### config.mk
export PLATFORM = sky130hd
export DESIGN_NAME = audioFifoCtrl
export DESIGN_NICKNAME = d
export VERILOG_FILES = /design/src/rtl/afcPkg.sv /design/src/rtl/afcFifo.sv /design/src/rtl/afcDatapath.sv /design/src/rtl/afcControl.sv /design/src/rtl/audioFifoCtrl.sv
export SDC_FILE = /design/constraint.sdc
export NUM_CORES = 1
export LEC_CHECK = 0
export ABC_AREA = 1
export ABC_CLOCK_PERIOD_IN_PS = 7350
export BUFFER_PORTS_ARGS = -buffer_cell sky130_fd_sc_hd__buf_2
export CAP_MARGIN = 25
export CORE_ASPECT_RATIO = 1.4
export CORE_UTILIZATION = 27
export DETAILED_ROUTE_END_ITERATION = 8
export PLACE_DENSITY = 0.39
export SLEW_MARGIN = 30
export SYNTH_ARGS = -nofsm -noshare
export SYNTH_HDL_FRONTEND = slang
export SYNTH_HIERARCHICAL = 1
export SYNTH_SLANG_ARGS = --single-unit
export TNS_END_PERCENT = 5
### constraint.sdc
create_clock -name clk -period 7.35 [get_ports clk]
set_input_delay 0.735 -clock clk [delete_from_list [all_inputs] [get_ports clk]]
set_output_delay 0.735 -clock clk [all_outputs]
set_load 0.01 [all_outputs]
### src/rtl/afcPkg.sv
package afcPkg;
  timeunit 1ns;
  timeprecision 1ps;

  // Strobes from control to datapath, one set per cycle
  typedef struct packed {
    logic txWrite;
    logic txRead;
    logic txFlush;
    logic rxWrite;
    logic rxRead;
    logic rxFlush;
  } afcStrobes_t;
endpackage

### src/rtl/afcFifo.sv
module afcFifo #(
  parameter int DW    = 24,
  parameter int DEPTH = 32
) (
  input  logic                       clk,
  input  logic                       rstN,
  input  logic                       flush,
  input  logic                       wrEn,
  input  logic [DW-1:0]              wrData,
  input  logic                       rdEn,
  output logic [DW-1:0]              rdData,
  output logic [$clog2(DEPTH):0]     level,
  output logic                       empty,
  output logic                       full
);
  timeunit 1ns;
  timeprecision 1ps;

  localparam int AW = $clog2(DEPTH);
  localparam int LW = AW + 1;

  logic [DW-1:0] mem [DEPTH];
  logic [AW-1:0] wrPtr, rdPtr;

  always_ff @(posedge clk) begin
    if (wrEn) mem[wrPtr] <= wrData;
  end

  always_ff @(posedge clk) begin
    if (!rstN || flush) begin
      wrPtr <= '0;
      rdPtr <= '0;
      level <= '0;
    end else begin
      if (wrEn) wrPtr <= wrPtr + AW'(1);
      if (rdEn) rdPtr <= rdPtr + AW'(1);
      case ({wrEn, rdEn})
        2'b10:   level <= level + LW'(1);
        2'b01:   level <= level - LW'(1);
        default: level <= level;
      endcase
    end
  end

  assign rdData = mem[rdPtr];
  assign empty  = (level == '0);
  assign full   = (level == LW'(DEPTH));

  a_r2_level_step: assert property (@(posedge clk) disable iff (!rstN)
    (wrEn && !rdEn && !flush) |=> level == $past(level) + LW'(1));
  a_r6_flush_empties: assert property (@(posedge clk) disable iff (!rstN)
    flush |=> level == '0);
endmodule

### src/rtl/afcDatapath.sv
module afcDatapath
  import afcPkg::*;
#(
  parameter int DW    = 24,
  parameter int DEPTH = 32
) (
  input  logic                   clk,
  input  logic                   rstN,
  input  afcStrobes_t            strb,
  input  logic [DW-1:0]          txData,
  output logic [DW-1:0]          txSample,
  input  logic [DW-1:0]          rxSample,
  output logic [DW-1:0]          rxData,
  output logic [$clog2(DEPTH):0] txLevel,
  output logic [$clog2(DEPTH):0] rxLevel,
  output logic                   txEmpty,
  output logic                   txFull,
  output logic                   rxEmpty,
  output logic                   rxFull
);
  timeunit 1ns;
  timeprecision 1ps;

  afcFifo #(.DW(DW), .DEPTH(DEPTH)) i_txFifo (
    .clk(clk), .rstN(rstN), .flush(strb.txFlush),
    .wrEn(strb.txWrite), .wrData(txData),
    .rdEn(strb.txRead), .rdData(txSample),
    .level(txLevel), .empty(txEmpty), .full(txFull));

  afcFifo #(.DW(DW), .DEPTH(DEPTH)) i_rxFifo (
    .clk(clk), .rstN(rstN), .flush(strb.rxFlush),
    .wrEn(strb.rxWrite), .wrData(rxSample),
    .rdEn(strb.rxRead), .rdData(rxData),
    .level(rxLevel), .empty(rxEmpty), .full(rxFull));
endmodule

### src/rtl/afcControl.sv
module afcControl
  import afcPkg::*;
#(
  parameter int DEPTH      = 32,
  parameter int FLD_W      = 5,
  parameter int CLR_CYCLES = 4
) (
  input  logic                   clk,
  input  logic                   rstN,
  input  logic                   txDmaEn,
  input  logic [FLD_W-1:0]       txDmaLvl,
  input  logic                   rxDmaEn,
  input  logic [FLD_W-1:0]       rxDmaLvl,
  input  logic [FLD_W-1:0]       txThr,
  input  logic [FLD_W-1:0]       rxThr,
  input  logic                   underrunIe,
  input  logic                   overrunIe,
  input  logic                   startWr,
  input  logic [1:0]             startData,
  input  logic                   clrWr,
  input  logic [1:0]             clrData,
  input  logic                   ackWr,
  input  logic [1:0]             ackData,
  input  logic                   txPush,
  input  logic                   txPop,
  input  logic                   rxPush,
  input  logic                   rxPop,
  input  logic [$clog2(DEPTH):0] txLevel,
  input  logic [$clog2(DEPTH):0] rxLevel,
  input  logic                   txEmpty,
  input  logic                   txFull,
  input  logic                   rxEmpty,
  input  logic                   rxFull,
  output afcStrobes_t            strb,
  output logic                   txDmaReq,
  output logic                   rxDmaReq,
  output logic                   txLowStat,
  output logic                   rxHighStat,
  output logic [1:0]             startState,
  output logic [1:0]             clrBusy,
  output logic                   underrunFlag,
  output logic                   overrunFlag,
  output logic                   irq
);
  timeunit 1ns;
  timeprecision 1ps;

  localparam int CW = $clog2(CLR_CYCLES + 1);

  // One flush counter per direction, bit 0 transmit, bit 1 receive
  for (genvar d = 0; d < 2; d++) begin : g_clr
    logic [CW-1:0] clrCnt;
    always_ff @(posedge clk) begin
      if (!rstN)                   clrCnt <= '0;
      else if (clrWr && clrData[d]) clrCnt <= CW'(CLR_CYCLES);
      else if (clrCnt != '0)       clrCnt <= clrCnt - CW'(1);
    end
    assign clrBusy[d] = (clrCnt != '0);
  end

  logic underrunSet, overrunSet;
  assign underrunSet = txPop && startState[0] && txEmpty;
  assign overrunSet  = rxPush && startState[1] && rxFull;

  always_comb begin
    strb.txFlush = clrBusy[0];
    strb.rxFlush = clrBusy[1];
    strb.txWrite = txPush && !txFull && !clrBusy[0];
    strb.txRead  = txPop && startState[0] && !txEmpty && !clrBusy[0];
    strb.rxWrite = rxPush && startState[1] && !rxFull && !clrBusy[1];
    strb.rxRead  = rxPop && !rxEmpty && !clrBusy[1];
  end

  always_ff @(posedge clk) begin
    if (!rstN) begin
      startState   <= 2'b00;
      underrunFlag <= 1'b0;
      overrunFlag  <= 1'b0;
    end else begin
      if (startWr) startState <= startData;
      if (underrunSet)                underrunFlag <= 1'b1;
      else if (ackWr && ackData[0])   underrunFlag <= 1'b0;
      if (overrunSet)                 overrunFlag <= 1'b1;
      else if (ackWr && ackData[1])   overrunFlag <= 1'b0;
    end
  end

  // Fields hold value minus one
  assign txDmaReq   = txDmaEn && (int'(txLevel) <= int'(txDmaLvl) + 1);
  assign rxDmaReq   = rxDmaEn && (int'(rxLevel) >  int'(rxDmaLvl) + 1);
  assign txLowStat  = (int'(txLevel) <= int'(txThr) + 1);
  assign rxHighStat = (int'(rxLevel) >  int'(rxThr) + 1);
  assign irq = (underrunFlag && underrunIe) || (overrunFlag && overrunIe);

  a_r6_clear_starts: assert property (@(posedge clk) disable iff (!rstN)
    (clrWr && clrData[0]) |=> clrBusy[0]);
  a_r7_underrun_sets: assert property (@(posedge clk) disable iff (!rstN)
    (txPop && startState[0] && txEmpty) |=> underrunFlag);
  a_r7_underrun_sticky: assert property (@(posedge clk) disable iff (!rstN)
    (underrunFlag && !(ackWr && ackData[0])) |=> underrunFlag);
  a_r8_overrun_sets: assert property (@(posedge clk) disable iff (!rstN)
    (rxPush && startState[1] && rxFull) |=> overrunFlag);
  a_r5_stopped_rx_holds: assert property (@(posedge clk) disable iff (!rstN)
    (!startState[1] && !rxPop && !clrBusy[1]) |=> rxLevel == $past(rxLevel));
endmodule

### src/rtl/audioFifoCtrl.sv
module audioFifoCtrl
  import afcPkg::*;
#(
  parameter int DW         = 24,
  parameter int DEPTH      = 32,
  parameter int FLD_W      = 5,
  parameter int CLR_CYCLES = 4
) (
  input  logic                   clk,
  input  logic                   rstN,
  input  logic                   txDmaEn,
  input  logic [FLD_W-1:0]       txDmaLvl,
  input  logic                   rxDmaEn,
  input  logic [FLD_W-1:0]       rxDmaLvl,
  input  logic [FLD_W-1:0]       txThr,
  input  logic [FLD_W-1:0]       rxThr,
  input  logic                   underrunIe,
  input  logic                   overrunIe,
  input  logic                   startWr,
  input  logic [1:0]             startData,
  input  logic                   clrWr,
  input  logic [1:0]             clrData,
  input  logic                   ackWr,
  input  logic [1:0]             ackData,
  input  logic                   txPush,
  input  logic [DW-1:0]          txData,
  input  logic                   txPop,
  output logic [DW-1:0]          txSample,
  input  logic                   rxPush,
  input  logic [DW-1:0]          rxSample,
  input  logic                   rxPop,
  output logic [DW-1:0]          rxData,
  output logic [$clog2(DEPTH):0] txLevel,
  output logic [$clog2(DEPTH):0] rxLevel,
  output logic                   txDmaReq,
  output logic                   rxDmaReq,
  output logic                   txLowStat,
  output logic                   rxHighStat,
  output logic [1:0]             startState,
  output logic [1:0]             clrBusy,
  output logic                   underrunFlag,
  output logic                   overrunFlag,
  output logic                   irq
);
  timeunit 1ns;
  timeprecision 1ps;

  afcStrobes_t strb;
  logic txEmpty, txFull, rxEmpty, rxFull;

  afcControl #(.DEPTH(DEPTH), .FLD_W(FLD_W), .CLR_CYCLES(CLR_CYCLES)) i_control (
    .clk(clk), .rstN(rstN),
    .txDmaEn(txDmaEn), .txDmaLvl(txDmaLvl), .rxDmaEn(rxDmaEn), .rxDmaLvl(rxDmaLvl),
    .txThr(txThr), .rxThr(rxThr), .underrunIe(underrunIe), .overrunIe(overrunIe),
    .startWr(startWr), .startData(startData), .clrWr(clrWr), .clrData(clrData),
    .ackWr(ackWr), .ackData(ackData),
    .txPush(txPush), .txPop(txPop), .rxPush(rxPush), .rxPop(rxPop),
    .txLevel(txLevel), .rxLevel(rxLevel),
    .txEmpty(txEmpty), .txFull(txFull), .rxEmpty(rxEmpty), .rxFull(rxFull),
    .strb(strb), .txDmaReq(txDmaReq), .rxDmaReq(rxDmaReq),
    .txLowStat(txLowStat), .rxHighStat(rxHighStat),
    .startState(startState), .clrBusy(clrBusy),
    .underrunFlag(underrunFlag), .overrunFlag(overrunFlag), .irq(irq));

  afcDatapath #(.DW(DW), .DEPTH(DEPTH)) i_datapath (
    .clk(clk), .rstN(rstN), .strb(strb),
    .txData(txData), .txSample(txSample), .rxSample(rxSample), .rxData(rxData),
    .txLevel(txLevel), .rxLevel(rxLevel),
    .txEmpty(txEmpty), .txFull(txFull), .rxEmpty(rxEmpty), .rxFull(rxFull));
endmodule

==> run summary, run 1 <==
Initial Util: 0.272
Setup Viol. Count Final: 0
Layout cells sized above 1: 0.0987
Core ar.: 241,000 µm²
Final ANT Viol Nets: 0
Final worst-path cycle share: 0.688
Register bit total from synthesis: 1,588
Port Buffers: 157
CTS H-tree lvls: 4
Gr ovfl total: 0
CTS max path bufs: 4
CP Data Required Time: 6.61 ns
Largest net degree at the start of global routing: 170
P_leak: 26.1 nW
Pre-antenna DRT Iters: 5
Largest stage delay, worst path: 0.74 ns
Synth Instances: 5,586
Area Growth Syn to Fin: 15.3%
Total global-route track usage: 0.170
Mean Syn Cell Area: 11.7 µm²
Most common cell after layout, fill and taps aside: nand2_1
Resize count post-CTS: 0
Slowest cell on the critical path: dfxtp_4
Highest clock rate: 198 MHz
Layout Skew: 0.0664 ns
Final WL: 211 mm
Final Max Slew Viols: 0
Endpoint type of the worst setup path: output pin
YS warnings: 6
Row count: 213
Cells along the critical path: clkinv_8, buf_4, nand3_1, nand2_1, a21oi_1, o31ai_1, a21oi_1, buf_2
Initial antenna violation count: 33
WS Path Type: reg -> out
Max Cap Viol: 0
Mapped cell area: 65,400 µm²
DPL Wire Length: 116 mm
Routability Congestion: 0.738
Power Density: 279 nW/µm²
Post-layout util: 0.313
CP delay by family, top: buffers and inverters
Most frequent cells in the layout: nand2_1, edfxtp_1, nand3_1
Sequential area share after synthesis: 0.721
Final Hold Viols: 0
Final Cell Area: 75,400 µm²
DRC: 0
Iter 0 DRT Violations: 2,691
RSZ-0062 raised after global routing: no
Area after DPL: 70,000 µm²
Final hold slack: 0.181 ns
Num CTS Buffers: 177
Synth area leaders: edfxtp_1, nand2_1, nand3_1
Nets@finish: 5,835
Vias: 42,400
Most frequent cell on the critical path: a21oi_1
Critical Path Start Type: flip-flop
Peak VDD IR: 199 µV
Worst hold path type: in -> reg
Clk Latency, worst-skew pair: 0.85 ns
Yosys cell types: 35
Final min period: 5.06 ns
Die area: 244,000 µm²
Vias in the first global route: 41,900
Synth area leader: edfxtp_1
WL/cell: 23.3 µm
# Post-CTS Setup Buffers: 0
Hold_buf cts: 0
WP buf/inv: 3
Max FO, Critical Path: 123
Ports: 158
Clock root cell: clkbuf_16
CTS tree: built
Vias per std cell: 4.68
Yosys top cell area share: 0.705
Die width: 418 µm
Status: complete, no violations
Slew @ Worst Pin: 0.997 ns
Worst Path Arrival: 4.32 ns
First-pass GRT wire length: 306 mm
Worst relative slew slack: 0.336
Setup TNS: 0 ns
Reg clk slew, reported paths: 0.06 ns
Syn Nets: 5,721
Clock sink count: 1,588
Die Ht: 584 µm
[area by class of cell]
type	count	area, µm²
tap	3225	4040
clock buffer	228	4730
antenna	11	27.5
fill	24400	165000
multi-input combinational	3559	16400
inverter	109	459
timing repair buffer	265	2000
sequential	1588	47200
clock inverter	77	578
[kinds of logic after synthesis]
kind of cell | Yosys count | synth area share
buf+inv | 439 | 0.0360
flops | 1588 | 0.721
compound gates | 411 | 0.0338
fa+ha+maj | 48 | 0.00918
xor+xnor | 23 | 0.00308
simple gates | 3077 | 0.197
[power by group]
part	switching, W	internal (W)
Sequential	0.0000980	0.0100
Combinational	0.00178	0.000692
Clock	0.00364	0.00479
Total	0.00551	0.0155
[worst paths after layout]
path / startpoint / to / slack, ns / depth (start not counted)
max: flip-flop / txSample[17] / 2.29 / 8
min: startData[0] / i_control/startState[0]$_SDFFE_PN0P_ / 0.18 / 3
max reg2reg: i_datapath/i_txFifo/level[1]$_SDFFE_PP0P_ / i_datapath/i_txFifo/mem[12][9]$_DFFE_PP_ / 3.69 / 7
min reg2reg: i_control/g_clr[1].clrCnt[0]$_SDFFE_PP0N_ / i_control/g_clr[1].clrCnt[0]$_SDFFE_PP0N_ / 0.46 / 2
[stage by stage]
step | worst slack, ns | total power (W) | cells
finish | 2.29 | 0.0210 | 9062
global route | 2.04 | 0.0219 | 9058
CTS | 1.87 | 0.0214 | 9051
detailed placement | 2.77 | 0.0129 | 8746
global placement | 2.78 | 0.0129 | 8730
floorplan | 4.44 | 0.0119 | 5586
[Yosys cell counts (all sizes together)]
cell and count:
o22ai 2, nor2 165, dfxtp 52, nand3 1003
xnor2 15, a22o 1, o21bai 3, edfxtp 1536
buf 281, o21a 1, clkbuf 49, a211oi 2
o31ai 48, xor2 8, o21ai 27, nand2 1887
nor3 14, clkinv 2, nand4 3, inv 107
nand3b 3, nor4 2, a31oi 4, ha 48
a21oi 323
[state kept, by name, indices dropped and copies added (netlist names), named ones only]
register,cells
i_datapath/i_txFifo/mem,768
i_control/startState,2
i_control/g_clr.clrCnt,6
i_datapath/i_rxFifo/wrPtr,5
i_control/overrunFlag,1
i_datapath/i_txFifo/wrPtr,5
i_datapath/i_rxFifo/mem,768
i_datapath/i_rxFifo/rdPtr,5
i_datapath/i_txFifo/rdPtr,5
i_datapath/i_rxFifo/level,6
i_datapath/i_txFifo/level,6
i_control/underrunFlag,1
[tightest hold or removal path, delay by kind of cell]
family	cells	cell delay, ns
buffers and inverters	1	0.08
AND/OR/NAND/NOR	2	0.12
[per-layer routing]
metal / GRT usage / vias to the layer above / part of all wire
met2: 0.318 / 831 / 0.53
met4: 0.0513 / 6 / 0.029
met5: 0 / - / 0.00022
li1: - / 19900 / -
met3: 0.0207 / 341 / 0.034
met1: 0.202 / 21400 / 0.40
(Power assumes the default switching activity.)
==> inputs of run 2 (changes only) <==
Settings changed: ABC_CLOCK_PERIOD_IN_PS 7350 to 4250, PLACE_DENSITY 0.39 to 0.4.
Clock period 7.35 ns to 4.25 ns, I/O delays scaled along.
==> run 2 against run 1 <==
Effect of this change:
- register-to-register slack lost 2.6 ns
- sequential cell count did not move
- routed wire length fell by 0.83%
- final cell count grew 0.72%
- clock power increased by 74%
- count of clock-buffer cells in the layout grew 3
- via count down 0.11%
- cell area is 0.70% higher
- power grew 74%
- critical endpoint is now txSample[9]
==> run summary, run 2 (synthesis results as in run 1) <==
Status: complete, no violations
CTS tree: built
Final Hold Viols: 0 (unchanged)
Pre-antenna DRT Iters: 5 (unchanged)
Final worst-path cycle share: 0.910
Layout cells sized above 1: 0.106 (+0.00733)
Setup Viol. Count Final: 0 (unchanged)
Reg2reg start: i_datapath/i_rxFifo/level[3]$_SDFFE_PP0P_
Worst relative slew slack: 0.377 (+0.0413)
Crit path to: txSample[9]
P_leak: 26.4 nW (+1.2%)
Post-layout util: 0.315 (+0.00219)
Cells along the critical path: clkinv_8, buf_4, nand2_1, nand3_1, nand3_1, nand2_1, a21oi_1, a21oi_1, buf_4, buf_2
Largest stage delay, worst path: 0.58 ns (-0.16 ns)
CTS H-tree lvls: 4 (unchanged)
Iter 0 DRT Violations: 2,962 (+10%)
Setup TNS: 0 ns (unchanged)
Worst Path Arrival: 3.44 ns (-0.88 ns)
RSZ-0062 raised after global routing: no
Endpoint type of the worst setup path: output pin
Layout Skew: 0.0805 ns (+0.0141 ns)
Final ANT Viol Nets: 0 (unchanged)
Most frequent cells in the layout: nand2_1, edfxtp_1, nand3_1
Initial Util: 0.272 (unchanged)
Final WL: 210 mm (-0.83%)
Vias: 42,400 (-0.11%)
Final min period: 3.87 ns
Most common cell after layout, fill and taps aside: nand2_1
Total global-route track usage: 0.169 (-0.00136)
Initial antenna violation count: 32 (-3.0%)
Port Buffers: 157 (unchanged)
CP Data Required Time: 3.83 ns (-2.78 ns)
Multi-input logic area: 16,400 µm² (unchanged)
Cells on worst reg2reg path: 6 (-1)
Vias in the first global route: 42,200 (+0.77%)
Die Ht: 584 µm (unchanged)
Peak VDD IR: 289 µV (+45%)
Die width: 418 µm (unchanged)
CP delay by family, top: buffers and inverters
# Post-CTS Setup Buffers: 0 (unchanged)
CTS max path bufs: 4 (unchanged)
First-pass GRT wire length: 304 mm (-0.63%)
Largest net degree at the start of global routing: 160 (-5.9%)
Core ar.: 241,000 µm² (unchanged)
Num CTS Buffers: 177 (unchanged)
Ports: 158 (unchanged)
WL/cell: 23.0 µm (-1.5%)
Clock sink count: 1,588 (unchanged)
Slowest cell on the critical path: dfxtp_4
Final Max Slew Viols: 0 (unchanged)
Reg clk slew, reported paths: 0.06 ns (about the same)
Clock root cell: clkbuf_16
Vias per std cell: 4.64 (-0.82%)
Worst hold path type: in -> reg
R2R Setup Slk: 1.12 ns (-2.57 ns)
WS Path Type: reg -> out
Die area: 244,000 µm² (unchanged)
Critical Path Start Type: flip-flop
Fillers: 24,400 (+0.090%)
Row count: 213 (unchanged)
Worst R2R End: i_datapath/i_rxFifo/mem[30][4]$_DFFE_PP_
Max FO, Critical Path: 110 (-11%)
Area Growth Syn to Fin: 16.1%
Sequential Area: 47,200 µm² (unchanged)
Max Cap Viol: 0 (unchanged)
Gr ovfl total: 0 (unchanged)
Nets@finish: 5,897 (+1.1%)
DRC: 0 (unchanged)
Slew @ Worst Pin: 0.935 ns (-0.0619 ns)
WP buf/inv: 4 (+1)
DPL Wire Length: 117 mm (+0.76%)
Stages on worst setup path: 10 (+2)
Power Density: 483 nW/µm² (+73%)
Clk Latency, worst-skew pair: 0.85 ns (about the same)
Routability Congestion: 0.739 (+0.14%)
Highest clock rate: 258 MHz
Total power: 0.0367 W (+74%)
Biggest regs: i_datapath/i_rxFifo/mem x768, i_datapath/i_txFifo/mem x768
==> run 2: cell types whose count changed in the layout (fill, tap and decap cells not counted), moves of 4 or more <==
| cell | change |
|---|---|
| diode_2 | -4 |
| clkbuf_1 | +7 |
| buf_4 | +44 |
| buf_12 | +16 |
| buf_16 | -10 |
| dlygate4sd3_1 | +15 |
| inv_6 | +5 |
==> run 2: metal layers <==
metal  global-route usage  wire length, µm  vias to the layer above
met5                    0               57                        -
met4               0.0430             4790                        8
met1                0.205            86900                    21300
met3               0.0236             7850                      306
met2                0.312           110000                      812
li1                     -                -                    20000
==> run 2: worst min path at each step <==
stage	startpoint	slack [ns]	depth (start not counted)	end
finish	clrWr	0.11	4	i_control/g_clr[0].clrCnt[2]$_SDFFE_PN0P_
global route	txData[7]	0.08	1	i_datapath/i_txFifo/mem[0][7]$_DFFE_PP_
CTS	txData[19]	0.03	1	i_datapath/i_txFifo/mem[12][19]$_DFFE_PP_
detailed placement	i_control/g_clr[0].clrCnt[0]$_SDFFE_PP0N_	0.46	2	i_control/g_clr[0].clrCnt[0]$_SDFFE_PP0N_
global placement	i_control/g_clr[0].clrCnt[0]$_SDFFE_PP0N_	0.48	2	i_control/g_clr[0].clrCnt[0]$_SDFFE_PP0N_
floorplan	i_control/g_clr[0].clrCnt[0]$_SDFFE_PP0N_	0.44	2	i_control/g_clr[0].clrCnt[0]$_SDFFE_PP0N_
==> run 2: what timing repair did <==
| item | in CTS | in global routing |
|---|---|---|
| hold buffers | 15 | 0 |
| hold endpoints to repair | 7 | 0 |
| gates resized for setup | 0 | 0 |
==> run 2: cell type report <==
cell class	instances	share of cell area
flip-flops and latches	1588	0.622
multi-input cells	3559	0.215
clock buffers	231	0.0618
well taps	3225	0.0532
repair buffers	327	0.0328
clock inverters	81	0.00885
inverters	109	0.00595
diodes	7	0.000231
==> run 2: worst register-to-register path, cell delays in order, from the launching register on <==
cell	delay (ns)
dfxtp_1	0.44
inv_1	0.13
nand4_1	0.16
nor3_1	0.09
nor2_1	0.45
nand2_1	0.63
nor2_4	0.85
==> run 2: where the power goes <==
part / internal [W] / switching [W]
logic: 0.00129 / 0.00313
registers: 0.0174 / 0.000158
clock network: 0.00842 / 0.00632
total: 0.0271 / 0.00961
==> run 2: metrics by stage <==
step | setup WS, ns | std cells | hold slack, ns | cell area [µm²]
floorplan | 1.38 | 5586 | 0.441 | 65400
global placement | 1.01 | 8788 | 0.483 | 70200
detailed placement | 1.02 | 8791 | 0.462 | 70300
CTS | 0.147 | 9118 | 0.0325 | 75800
global route | 0.114 | 9124 | 0.0846 | 75900
finish | 0.381 | 9127 | 0.107 | 75900
